[src/rtl/bpar_pkg.sv]
// Shared constants for the bus parity unit.
// Assumes the status register is two bits wide, with fixed bit positions.
package bpar_pkg;
    localparam int STAT_W   = 2;
    localparam int STAT_DPE = 0;  // detected parity error
    localparam int STAT_SSE = 1;  // signalled system error
endpackage

[src/rtl/bpar_gen.sv]
// Front stage: registers one bus clock of address/data, command lines and
// phase qualifiers, then presents parity and its output enable one clock later.
// Assumes ad_in/cbe_in hold the full bus value whether driven or received.
module bpar_gen #(
    parameter int AD_W  = 32,
    parameter int CBE_W = 4
) (
    input  logic             clk,
    input  logic             rst_n,
    input  logic [AD_W-1:0]  ad_in,
    input  logic [CBE_W-1:0] cbe_in,
    input  logic             ad_oe,
    input  logic             phase_vld,
    input  logic             phase_is_addr,
    output logic             lat_par,
    output logic             lat_chk,
    output logic             lat_addr,
    output logic             par_oe
);
    localparam int LAT_W = AD_W + CBE_W;

    logic [LAT_W-1:0] lat_bus;

    // Capture the bus and qualifiers for use in the next clock.
    always_ff @(posedge clk) begin
        if (!rst_n) begin
            lat_bus  <= '0;
            lat_chk  <= 1'b0;
            lat_addr <= 1'b0;
            par_oe   <= 1'b0;
        end else begin
            lat_bus  <= {cbe_in, ad_in};
            lat_chk  <= phase_vld && !ad_oe;
            lat_addr <= phase_is_addr;
            par_oe   <= ad_oe;
        end
    end

    // Even parity over every captured line.
    always_comb lat_par = ^lat_bus;

    // parity enable tracks the data enable one clock later
    a_r2_oe_follows: assert property (@(posedge clk) disable iff (!rst_n)
        ad_oe |=> par_oe);
    a_r2_oe_release: assert property (@(posedge clk) disable iff (!rst_n)
        !ad_oe |=> !par_oe);
    // a driven phase is never queued for checking
    a_r9_no_self_check: assert property (@(posedge clk) disable iff (!rst_n)
        ad_oe |=> !lat_chk);
endmodule

[src/rtl/bpar_chk.sv]
// Checker stage: compares the incoming parity bit with parity of the data
// captured one clock earlier, and registers a one-clock report on the
// data-error or system-error path according to phase kind and enables.
// Assumes enables are sampled in the clock the parity bit arrives.
module bpar_chk (
    input  logic clk,
    input  logic rst_n,
    input  logic lat_par,
    input  logic lat_chk,
    input  logic lat_addr,
    input  logic par_in,
    input  logic cmd_par_resp,
    input  logic cmd_serr_en,
    output logic mism,
    output logic sse_set,
    output logic perr_q,
    output logic serr_q
);
    // Mismatch: odd count of ones across captured lines plus incoming parity.
    always_comb begin
        mism    = lat_chk && (lat_par ^ par_in);
        sse_set = mism && lat_addr && cmd_serr_en;
    end

    // Register the report for exactly one clock per mismatch.
    always_ff @(posedge clk) begin
        if (!rst_n) begin
            perr_q <= 1'b0;
            serr_q <= 1'b0;
        end else begin
            perr_q <= mism && !lat_addr && cmd_par_resp;
            serr_q <= sse_set;
        end
    end

    // data error only reported with the response bit set
    a_r4_resp_gate: assert property (@(posedge clk) disable iff (!rst_n)
        perr_q |-> $past(cmd_par_resp));
    // system error only reported with its enable set
    a_r7_serr_gate: assert property (@(posedge clk) disable iff (!rst_n)
        serr_q |-> $past(cmd_serr_en));
    // one phase never reports on both lines
    a_r6_one_path: assert property (@(posedge clk) disable iff (!rst_n)
        !(perr_q && serr_q));
endmodule

[src/rtl/bpar_status.sv]
// Sticky status bits with write-one-to-clear; a set in the same clock as
// a clear wins. Assumes set inputs are single-clock pulses.
module bpar_status
    import bpar_pkg::*;
(
    input  logic              clk,
    input  logic              rst_n,
    input  logic              dpe_set,
    input  logic              sse_set,
    input  logic              wr,
    input  logic [STAT_W-1:0] wdata,
    output logic [STAT_W-1:0] status
);
    logic [STAT_W-1:0] set_vec;
    logic [STAT_W-1:0] clr_vec;

    // Gather set and clear masks.
    always_comb begin
        set_vec           = '0;
        set_vec[STAT_DPE] = dpe_set;
        set_vec[STAT_SSE] = sse_set;
        clr_vec           = wr ? wdata : '0;
    end

    // Hold, clear and set the sticky bits.
    always_ff @(posedge clk) begin
        if (!rst_n) status <= '0;
        else        status <= (status & ~clr_vec) | set_vec;
    end

    // a set always lands, even against a clear
    a_r8_set_wins: assert property (@(posedge clk) disable iff (!rst_n)
        dpe_set |=> status[STAT_DPE]);
    // without set or clear a bit holds
    a_r8_sticky: assert property (@(posedge clk) disable iff (!rst_n)
        (!wr && !dpe_set && !sse_set) |=> $stable(status));
endmodule

[src/rtl/bus_parity_unit.sv]
// Top of the parity unit: generation, checking and status for one agent.
// Assumes the pad logic drives par_out when par_oe is 1 and pulls the
// shared system error line low while serr_pull is 1.
module bus_parity_unit
    import bpar_pkg::*;
#(
    parameter int AD_W  = 32,
    parameter int CBE_W = 4
) (
    input  logic              clk,
    input  logic              rst_n,
    input  logic [AD_W-1:0]   ad_in,
    input  logic [CBE_W-1:0]  cbe_in,
    input  logic              par_in,
    input  logic              ad_oe,
    input  logic              phase_vld,
    input  logic              phase_is_addr,
    input  logic              cmd_par_resp,
    input  logic              cmd_serr_en,
    input  logic              stat_wr,
    input  logic [STAT_W-1:0] stat_wdata,
    output logic              par_out,
    output logic              par_oe,
    output logic              perr_n,
    output logic              serr_pull,
    output logic [STAT_W-1:0] status
);
    logic lat_par, lat_chk, lat_addr;
    logic mism, sse_set, perr_q, serr_q;

    bpar_gen #(.AD_W(AD_W), .CBE_W(CBE_W)) gen_i (
        .clk(clk), .rst_n(rst_n), .ad_in(ad_in), .cbe_in(cbe_in),
        .ad_oe(ad_oe), .phase_vld(phase_vld), .phase_is_addr(phase_is_addr),
        .lat_par(lat_par), .lat_chk(lat_chk), .lat_addr(lat_addr),
        .par_oe(par_oe)
    );

    bpar_chk chk_i (
        .clk(clk), .rst_n(rst_n), .lat_par(lat_par), .lat_chk(lat_chk),
        .lat_addr(lat_addr), .par_in(par_in), .cmd_par_resp(cmd_par_resp),
        .cmd_serr_en(cmd_serr_en), .mism(mism), .sse_set(sse_set),
        .perr_q(perr_q), .serr_q(serr_q)
    );

    bpar_status stat_i (
        .clk(clk), .rst_n(rst_n), .dpe_set(mism), .sse_set(sse_set),
        .wr(stat_wr), .wdata(stat_wdata), .status(status)
    );

    // Drive the parity bit and the active-low / open-drain report outputs.
    always_comb begin
        par_out   = lat_par;
        perr_n    = !perr_q;
        serr_pull = serr_q;
    end

    // every report is backed by the detected status bit
    a_r5_perr_status: assert property (@(posedge clk) disable iff (!rst_n)
        !perr_n |-> status[STAT_DPE]);
    // system error report is backed by its status bit
    a_r6_serr_status: assert property (@(posedge clk) disable iff (!rst_n)
        serr_pull |-> status[STAT_SSE]);
endmodule

[config.mk]
export PLATFORM = sky130hd
export DESIGN_NAME = bus_parity_unit
export DESIGN_NICKNAME = d
export VERILOG_FILES = /design/src/rtl/bpar_pkg.sv /design/src/rtl/bpar_gen.sv /design/src/rtl/bpar_chk.sv /design/src/rtl/bpar_status.sv /design/src/rtl/bus_parity_unit.sv
export SDC_FILE = /design/constraint.sdc
export NUM_CORES = 1
export LEC_CHECK = 0
export CORE_MARGIN = 1.5
export CORE_UTILIZATION = 30
export CTS_CLUSTER_DIAMETER = 80
export DETAILED_ROUTE_END_ITERATION = 16
export HOLD_SLACK_MARGIN = 0.12
export SYNTH_ARGS = -nofsm -noshare
export SYNTH_HDL_FRONTEND = slang
export SYNTH_SLANG_ARGS = --single-unit
export TNS_END_PERCENT = 100
[constraint.sdc]
create_clock -name clk -period 4 [get_ports clk]
set_input_delay 0.8 -clock clk [delete_from_list [all_inputs] [get_ports clk]]
set_output_delay 0.8 -clock clk [all_outputs]
set_load 0.02 [all_outputs]
==> impl_metrics.env, run 1 <==
export IMPL_status="complete, no violations"
export IMPL_rsz_0062_raised_after_global_routing="no"
export IMPL_clock_path_buffers=2
export IMPL_peak_supply_drop_mv=0.377
export IMPL_post_drt_wl_per_cell_um=10.6
export IMPL_grt_pass1_wl_um=4470
export IMPL_slowest_stage="sky130_fd_sc_hd__clkdlybuf4s50_1"
export IMPL_tritoncts="built"
export IMPL_worstPathBufferInverterCount=1
export IMPL_die_area_sq_um=5490
export IMPL_arrival_ns=2.41
export IMPL_ys_warnings_count=0
export IMPL_floorplan_initialDensity_pct=31.7
export IMPL_power_switching_mw=0.265
export IMPL_die_w_um=74.1
export IMPL_tightestPinTransition_ns=1.06
export IMPL_drt_iter0_markers=19
export IMPL_critical_path_startpoint_type="register"
export IMPL_rows=25
export IMPL_via_count=997
export IMPL_timing_critical_path_mode_cell="sky130_fd_sc_hd__xnor2_1"
export IMPL_final_worst_path_period_need_ns=3.21
export IMPL_finalSetupViolCount=0
export IMPL_fmaxAchievable_mhz=311
export IMPL_yosys_mux_area_fraction_pct=0
export IMPL_place_hpwl_um=2050
export IMPL_clock_sinks=43
export IMPL_yosys_area_share_simple_pct=19.3
export IMPL_intPower_mw=0.755
export IMPL_grt_total_usage_pct=11.1
export IMPL_post_route_worst_setup_slack_ns=0.786
export IMPL_main_combinational_cell_family_by_area_after_synthesis="XOR/XNOR gates"
export IMPL_synth_cells=132
export IMPL_clock_network_fraction_of_total_power_pct=24.5
export IMPL_power_frac_seq_pct=45.3
export IMPL_routed_wl_um=2700
export IMPL_setup_total_negative_slack_ns=0
export IMPL_finalNetCount=234
export IMPL_timing_critical_path_slowest_cell_delay_ns=0.64
export IMPL_nFillCells=459
export IMPL_largest_area_contributor_in_the_netlist="sky130_fd_sc_hd__dfxtp_1"
export IMPL_critical_path_class="reg2out"
export IMPL_cts_setup_buffers=0
export IMPL_synth_lib_cells_used_distinct=15
export IMPL_grt_start_max_net_pins=44
export IMPL_antenna_cells=0
export IMPL_placeable_core_region_sq_um=4790
export IMPL_netlist_area_leader_share_pct=56.7
export IMPL_dieHeight_um=74.1
export IMPL_timing_clock_skew_ns=0.00586
export IMPL_drv_slew=0
export IMPL_count_of_nets_left_with_antenna_violations_after_detail_routing=0
export IMPL_synth_area_sq_um=1520
export IMPL_synth_xor_area_share_pct=22.1
export IMPL_end_kind="output port"
export IMPL_report_final_hold_viol_count=0
export IMPL_via_per_inst=3.91
export IMPL_p_per_area_nw_per_um2=466
export IMPL_total_nets_after_synthesis=179
export IMPL_cp_top_family="XOR/XNOR gates"
export IMPL_synth_compound_gate_area_share_pct=0.660
export IMPL_first_global_vias=1097
export IMPL_power_share_switching_pct=26.0
export IMPL_weighted_congestion_reported_at_the_end_of_routability_driven_placement=0.701
export IMPL_combinationalPowerShare_pct=30.2
export IMPL_worst_slew_margin_rel_pct=29.2
export IMPL_crit_path_cell_trace="xnor2_1 > xnor2_1 > xnor2_1 > xnor3_2 > xor2_1 > clkdlybuf4s50_1"
export IMPL_timing_final_crit_share_pct=80.4
export IMPL_post_cts_hold_buffer_count=0
export IMPL_leakagePower_nw=0.830
export IMPL_synth_seq_cells=43
export IMPL_antenna_found_initial=0
export IMPL_numPortBuffers=52
export IMPL_worst_path_max_fanout=2
export IMPL_syn_avg_cell_area_sq_um=11.5
export IMPL_multi_input_area_sq_um=638
export IMPL_pin_count=53
export IMPL_preCtsSetupSlack_ns=1.10
export IMPL_numCtsBuffers=5
export IMPL_drt_pass1_iterations=2
export IMPL_ctsResizeCount=0
export IMPL_drc=0
export IMPL_drive_gt1_share_pct=4.26
export IMPL_grt_overflow=0
export IMPL_layout_area_seq_sq_um=861
export IMPL_area_growth_synth_to_final_pct=44.2
export IMPL_post_layout_total_power_mw=1.02
export IMPL_worstPathRequired_ns=3.20
export IMPL_clkLatencyLatePin_ns=0.29
export IMPL_worstHoldPathType="reg2reg"
export IMPL_synth_seq_area_share_pct=56.7
export IMPL_ctsRootBufferMaster="sky130_fd_sc_hd__clkbuf_8"
export IMPL_clk_pin_slew_worst_paths_ns=0.07
export IMPL_fin_util_pct=45.7
export IMPL_synth_area_leaders="sky130_fd_sc_hd__dfxtp_1 (57%), sky130_fd_sc_hd__xnor2_1 (17%), sky130_fd_sc_hd__and2_1 (16%)"
export IMPL_max_cap_viol_count=0
export IMPL_yosys_area_share_adder_pct=0
export IMPL_cts_htree_levels=2
==> cell usage after synthesis <==
| cell | count |
|---|---|
| sky130_fd_sc_hd__xor2_1 | 4 |
| sky130_fd_sc_hd__nor2_1 | 1 |
| sky130_fd_sc_hd__and3b_1 | 1 |
| sky130_fd_sc_hd__nor4b_2 | 1 |
| sky130_fd_sc_hd__xnor2_1 | 29 |
| sky130_fd_sc_hd__nand4_1 | 1 |
| sky130_fd_sc_hd__inv_1 | 1 |
| sky130_fd_sc_hd__nand2_1 | 3 |
| sky130_fd_sc_hd__xnor3_2 | 1 |
| sky130_fd_sc_hd__nand3_1 | 2 |
| sky130_fd_sc_hd__and2_1 | 38 |
| sky130_fd_sc_hd__xnor3_1 | 1 |
| sky130_fd_sc_hd__o21ai_0 | 2 |
| sky130_fd_sc_hd__clkbuf_1 | 4 |
| sky130_fd_sc_hd__dfxtp_1 | 43 |
==> final timing paths <==
check	slack (ns)	start	cells past startpoint	endpoint
max	0.79	gen_i.lat_bus[18]	6	par_out
min	0.45	gen_i.lat_addr	1	chk_i.perr_q
max reg2reg	1.93	gen_i.lat_bus[18]	6	chk_i.perr_q
min reg2reg	0.45	gen_i.lat_addr	1	chk_i.perr_q
==> worst reg2reg max path: stages, from the launching register on <==
cell,delay [ns]
sky130_fd_sc_hd__dfxtp_1,0.31
sky130_fd_sc_hd__xnor2_1,0.18
sky130_fd_sc_hd__xnor2_1,0.16
sky130_fd_sc_hd__xnor2_1,0.15
sky130_fd_sc_hd__xnor3_2,0.47
sky130_fd_sc_hd__xnor3_1,0.42
sky130_fd_sc_hd__nor4b_2,0.29
==> metrics by stage <==
stage,cells,cell area [sq um],hold slack [ns]
final,255,2190,0.450
after global routing,255,2190,0.476
after CTS,255,2190,0.451
after detailed placement,247,2110,0.443
after global placement,247,2110,0.429
after floorplan,132,1520,0.415
==> kinds of logic (layout without fill, tap and decap cells) <==
logic type                Yosys count  count (layout)
and+or+nand+nor                    47              47
DFF                                43              43
xor gates and xnor gates           35              35
buffers and inverters               5              61
AOI/OAI and AO/OA                   2               2
==> area by class of cell <==
cell class | instances | area share, %
inverters | 1 | 0.172
repair buffers | 52 | 23.8
clock buffers | 7 | 3.49
multi-input cells | 84 | 29.2
well taps | 67 | 3.83
flip-flops and latches | 43 | 39.3
clock inverters | 1 | 0.229
==> cell usage in the layout, fill, tap and decap left out <==
cell type | netlist | final
sky130_fd_sc_hd__and2_1 | 38 | 38
sky130_fd_sc_hd__inv_1 | 1 | 1
sky130_fd_sc_hd__dfxtp_1 | 43 | 43
sky130_fd_sc_hd__nand3_1 | 2 | 2
sky130_fd_sc_hd__clkbuf_1 | 4 | 2
sky130_fd_sc_hd__clkinv_2 | 0 | 1
sky130_fd_sc_hd__xnor3_2 | 1 | 1
sky130_fd_sc_hd__o21ai_0 | 2 | 2
sky130_fd_sc_hd__nand2_1 | 3 | 3
sky130_fd_sc_hd__xnor2_1 | 29 | 29
sky130_fd_sc_hd__nor4b_2 | 1 | 1
sky130_fd_sc_hd__nand4_1 | 1 | 1
sky130_fd_sc_hd__nor2_1 | 1 | 1
sky130_fd_sc_hd__xnor3_1 | 1 | 1
sky130_fd_sc_hd__clkdlybuf4s50_1 | 0 | 52
sky130_fd_sc_hd__xor2_1 | 4 | 4
sky130_fd_sc_hd__clkbuf_8 | 0 | 5
sky130_fd_sc_hd__and3b_1 | 1 | 1
==> flip-flops by register name (all words and copies together), names as in the netlist <==
name and count:
chk_i.perr_q 1, gen_i.par_oe 1, chk_i.serr_q 1, gen_i.lat_chk 1, stat_i.status 2, gen_i.lat_bus 36, gen_i.lat_addr 1
==> routing by layer <==
layer | track usage (%) | vias to the layer above | routed length, um | part of all wire, %
met2 | 19.3 | 38 | 1310 | 49
met5 | 0 | - | 0 | 0
met4 | 6.17 | 0 | 50 | 1.9
met1 | 12.1 | 441 | 1170 | 43
met3 | 3.12 | 6 | 165 | 6.1
li1 | - | 512 | - | -
==> power by group through the flow <==
stage | clock network, mW | logic, mW | registers, mW
5_1_grt | 0.280 | 0.331 | 0.464
3_5_place_dp | 0 | 0.308 | 0.473
4_1_cts | 0.261 | 0.315 | 0.463
2_1_floorplan | 0 | 0.191 | 0.475
6_report | 0.250 | 0.308 | 0.462
3_3_place_gp | 0 | 0.308 | 0.472
No activity file was read; power rests on OpenSTA's default activity.
==> inputs of run 2 (changes only) <==
==> constraint.sdc (replaced) <==
create_clock -name clk -period 3 [get_ports clk]
set_input_delay 0.6 -clock clk [delete_from_list [all_inputs] [get_ports clk]]
set_output_delay 0.6 -clock clk [all_outputs]
set_load 0.02 [all_outputs]
==> run 2 against run 1 <==
  * Critical path depth stayed put
  * Wire length decreased by 2.0%
  * Combinational power increased by 28%
  * Critical endpoint unchanged
  * Largest cell class unchanged
  * Critical path type unchanged
  * Sequential share of layout area down 0.44 points
  * Clock skew fell by 0.0042 ns
==> impl_metrics.env, run 2 (synthesis results as in run 1) <==
export IMPL_worstSetupStartpoint="gen_i.lat_bus[34]"
export IMPL_min_delay_path_depth=1
export IMPL_cts_htree_levels=2
export IMPL_arrival_ns=2.12
export IMPL_reg_top3="gen_i.lat_bus x36, stat_i.status x2"
export IMPL_drt_iter0_markers=11
export IMPL_pin_count=53
export IMPL_first_global_vias=967
export IMPL_die_w_um=74.1
export IMPL_routed_wl_um=2640
export IMPL_finalNetCount=235
export IMPL_worst_slew_margin_rel_pct=78.0
export IMPL_rows=25
export IMPL_leakagePower_nw=0.846
export IMPL_peak_supply_drop_mv=0.405
export IMPL_placedCellCount=248
export IMPL_grt_overflow=0
export IMPL_via_count=987
export IMPL_crit_reg2reg_launch="gen_i.lat_bus[34]"
export IMPL_regToRegSetupSlack_ns=0.93
export IMPL_final_cell_area_sq_um=2210
export IMPL_tightestPinTransition_ns=0.330
export IMPL_clock_path_buffers=2
export IMPL_grt_total_usage_pct=10.4
export IMPL_p_per_area_nw_per_um2=631
export IMPL_placeable_core_region_sq_um=4790
export IMPL_floorplan_initialDensity_pct=31.7
export IMPL_final_cell_mix="sky130_fd_sc_hd__clkdlybuf4s50_1 (51), sky130_fd_sc_hd__dfxtp_1 (43), sky130_fd_sc_hd__and2_1 (38), sky130_fd_sc_hd__xnor2_1 (29), sky130_fd_sc_hd__clkbuf_8 (7)"
export IMPL_post_layout_total_power_mw=1.40
export IMPL_finalSetupViolCount=0
export IMPL_grt_pass1_wl_um=4110
export IMPL_drv_slew=0
export IMPL_registers_top_by_ff_count="gen_i.lat_bus"
export IMPL_drt_pass1_iterations=2
export IMPL_status="complete, no violations"
export IMPL_drc=0
export IMPL_fin_util_pct=46.2
export IMPL_place_hpwl_um=2060
export IMPL_rsz_0062_raised_after_global_routing="no"
export IMPL_r2r_cells=6
export IMPL_clkLatencyLatePin_ns=0.29
export IMPL_via_per_inst=3.86
export IMPL_post_route_worst_setup_slack_ns=0.282
export IMPL_area_growth_synth_to_final_pct=45.8
export IMPL_dpl_instance_area_sq_um=2110
export IMPL_critical_path_startpoint_type="register"
export IMPL_antenna_found_initial=0
export IMPL_tritoncts="built"
export IMPL_ctsRootBufferMaster="sky130_fd_sc_hd__clkbuf_8"
export IMPL_timing_final_crit_share_pct=90.6
export IMPL_clk_pin_slew_worst_paths_ns=0.07
export IMPL_fmaxAchievable_mhz=368
export IMPL_critical_path_class="reg2out"
export IMPL_worstHoldPathType="reg2reg"
export IMPL_setup_total_negative_slack_ns=0
export IMPL_largest_register_ffs=36
export IMPL_numPortBuffers=52
export IMPL_stdcell_count=256
export IMPL_worstPathRequired_ns=2.40
export IMPL_worst_setup_path_endpoint="par_out"
export IMPL_layout_cells_most_common="sky130_fd_sc_hd__clkdlybuf4s50_1"
export IMPL_worstReg2RegEnd="chk_i.perr_q"
export IMPL_grt_start_max_net_pins=33
export IMPL_max_cap_viol_count=0
export IMPL_worst_slack_on_hold_paths_ns=0.444
export IMPL_post_cts_hold_buffer_count=0
export IMPL_numCtsBuffers=5
export IMPL_worst_path_max_fanout=2
export IMPL_preCtsSetupSlack_ns=0.312
export IMPL_clock_sinks=43
export IMPL_drive_gt1_share_pct=5.29
export IMPL_dieHeight_um=74.1
export IMPL_die_area_sq_um=5490
export IMPL_report_final_hold_viol_count=0
export IMPL_antenna_cells=0
export IMPL_final_worst_path_period_need_ns=2.72
export IMPL_count_of_nets_left_with_antenna_violations_after_detail_routing=0
export IMPL_end_kind="output port"
export IMPL_weighted_congestion_reported_at_the_end_of_routability_driven_placement=0.701
export IMPL_timing_clock_skew_ns=0.00170
export IMPL_post_drt_wl_per_cell_um=10.3
==> run 2: final cells by class <==
type                    count  area [sq um]
fillers                   458          2570
flip-flops and latches     43           861
multi-input cells          84           638
repair buffers             53           527
clock buffers               8           100
well taps                  67          83.8
inverters                   1          3.75
==> run 2: metal layers <==
metal | GRT usage (%) | up-vias | wire, um
met5 | 0 | - | 0
met4 | 6.79 | 0 | 57
met3 | 4.61 | 7 | 242
met2 | 17.2 | 37 | 1260
met1 | 10.8 | 430 | 1080
li1 | - | 513 | -
==> run 2: worst min path at each step <==
stage	slack, ns	from	to
global placement	0.44	gen_i.lat_addr	chk_i.perr_q
floorplan	0.41	gen_i.lat_addr	chk_i.perr_q
finish	0.44	gen_i.lat_addr	chk_i.perr_q
CTS	0.45	gen_i.lat_addr	chk_i.perr_q
global route	0.47	gen_i.lat_addr	chk_i.perr_q
detailed placement	0.44	gen_i.lat_addr	chk_i.perr_q
==> run 2: where the power goes <==
part / total [mW] / leakage [nW] / internal (mW) / switching (mW)
Combinational: 0.395 / 0.437 / 0.224 / 0.171
Sequential: 0.616 / 0.357 / 0.603 / 0.0132
Clock: 0.385 / 0.0515 / 0.210 / 0.176
Total: 1.40 / 0.846 / 1.04 / 0.360
==> run 2: timing repair <==
action / CTS / global route
endpoints found under the setup margin: 1 / 0
buffers inserted: 0 / 0
hold endpoints to repair: 0 / 0
resized for setup: 1 / 0
==> run 2: critical path, stage by stage, from the launching register on <==
cell,delay [ns]
sky130_fd_sc_hd__dfxtp_1,0.32
sky130_fd_sc_hd__xnor2_1,0.20
sky130_fd_sc_hd__xnor2_1,0.15
sky130_fd_sc_hd__xnor2_1,0.14
sky130_fd_sc_hd__xnor3_2,0.47
sky130_fd_sc_hd__xor2_1,0.19
sky130_fd_sc_hd__dlygate4sd2_1,0.36
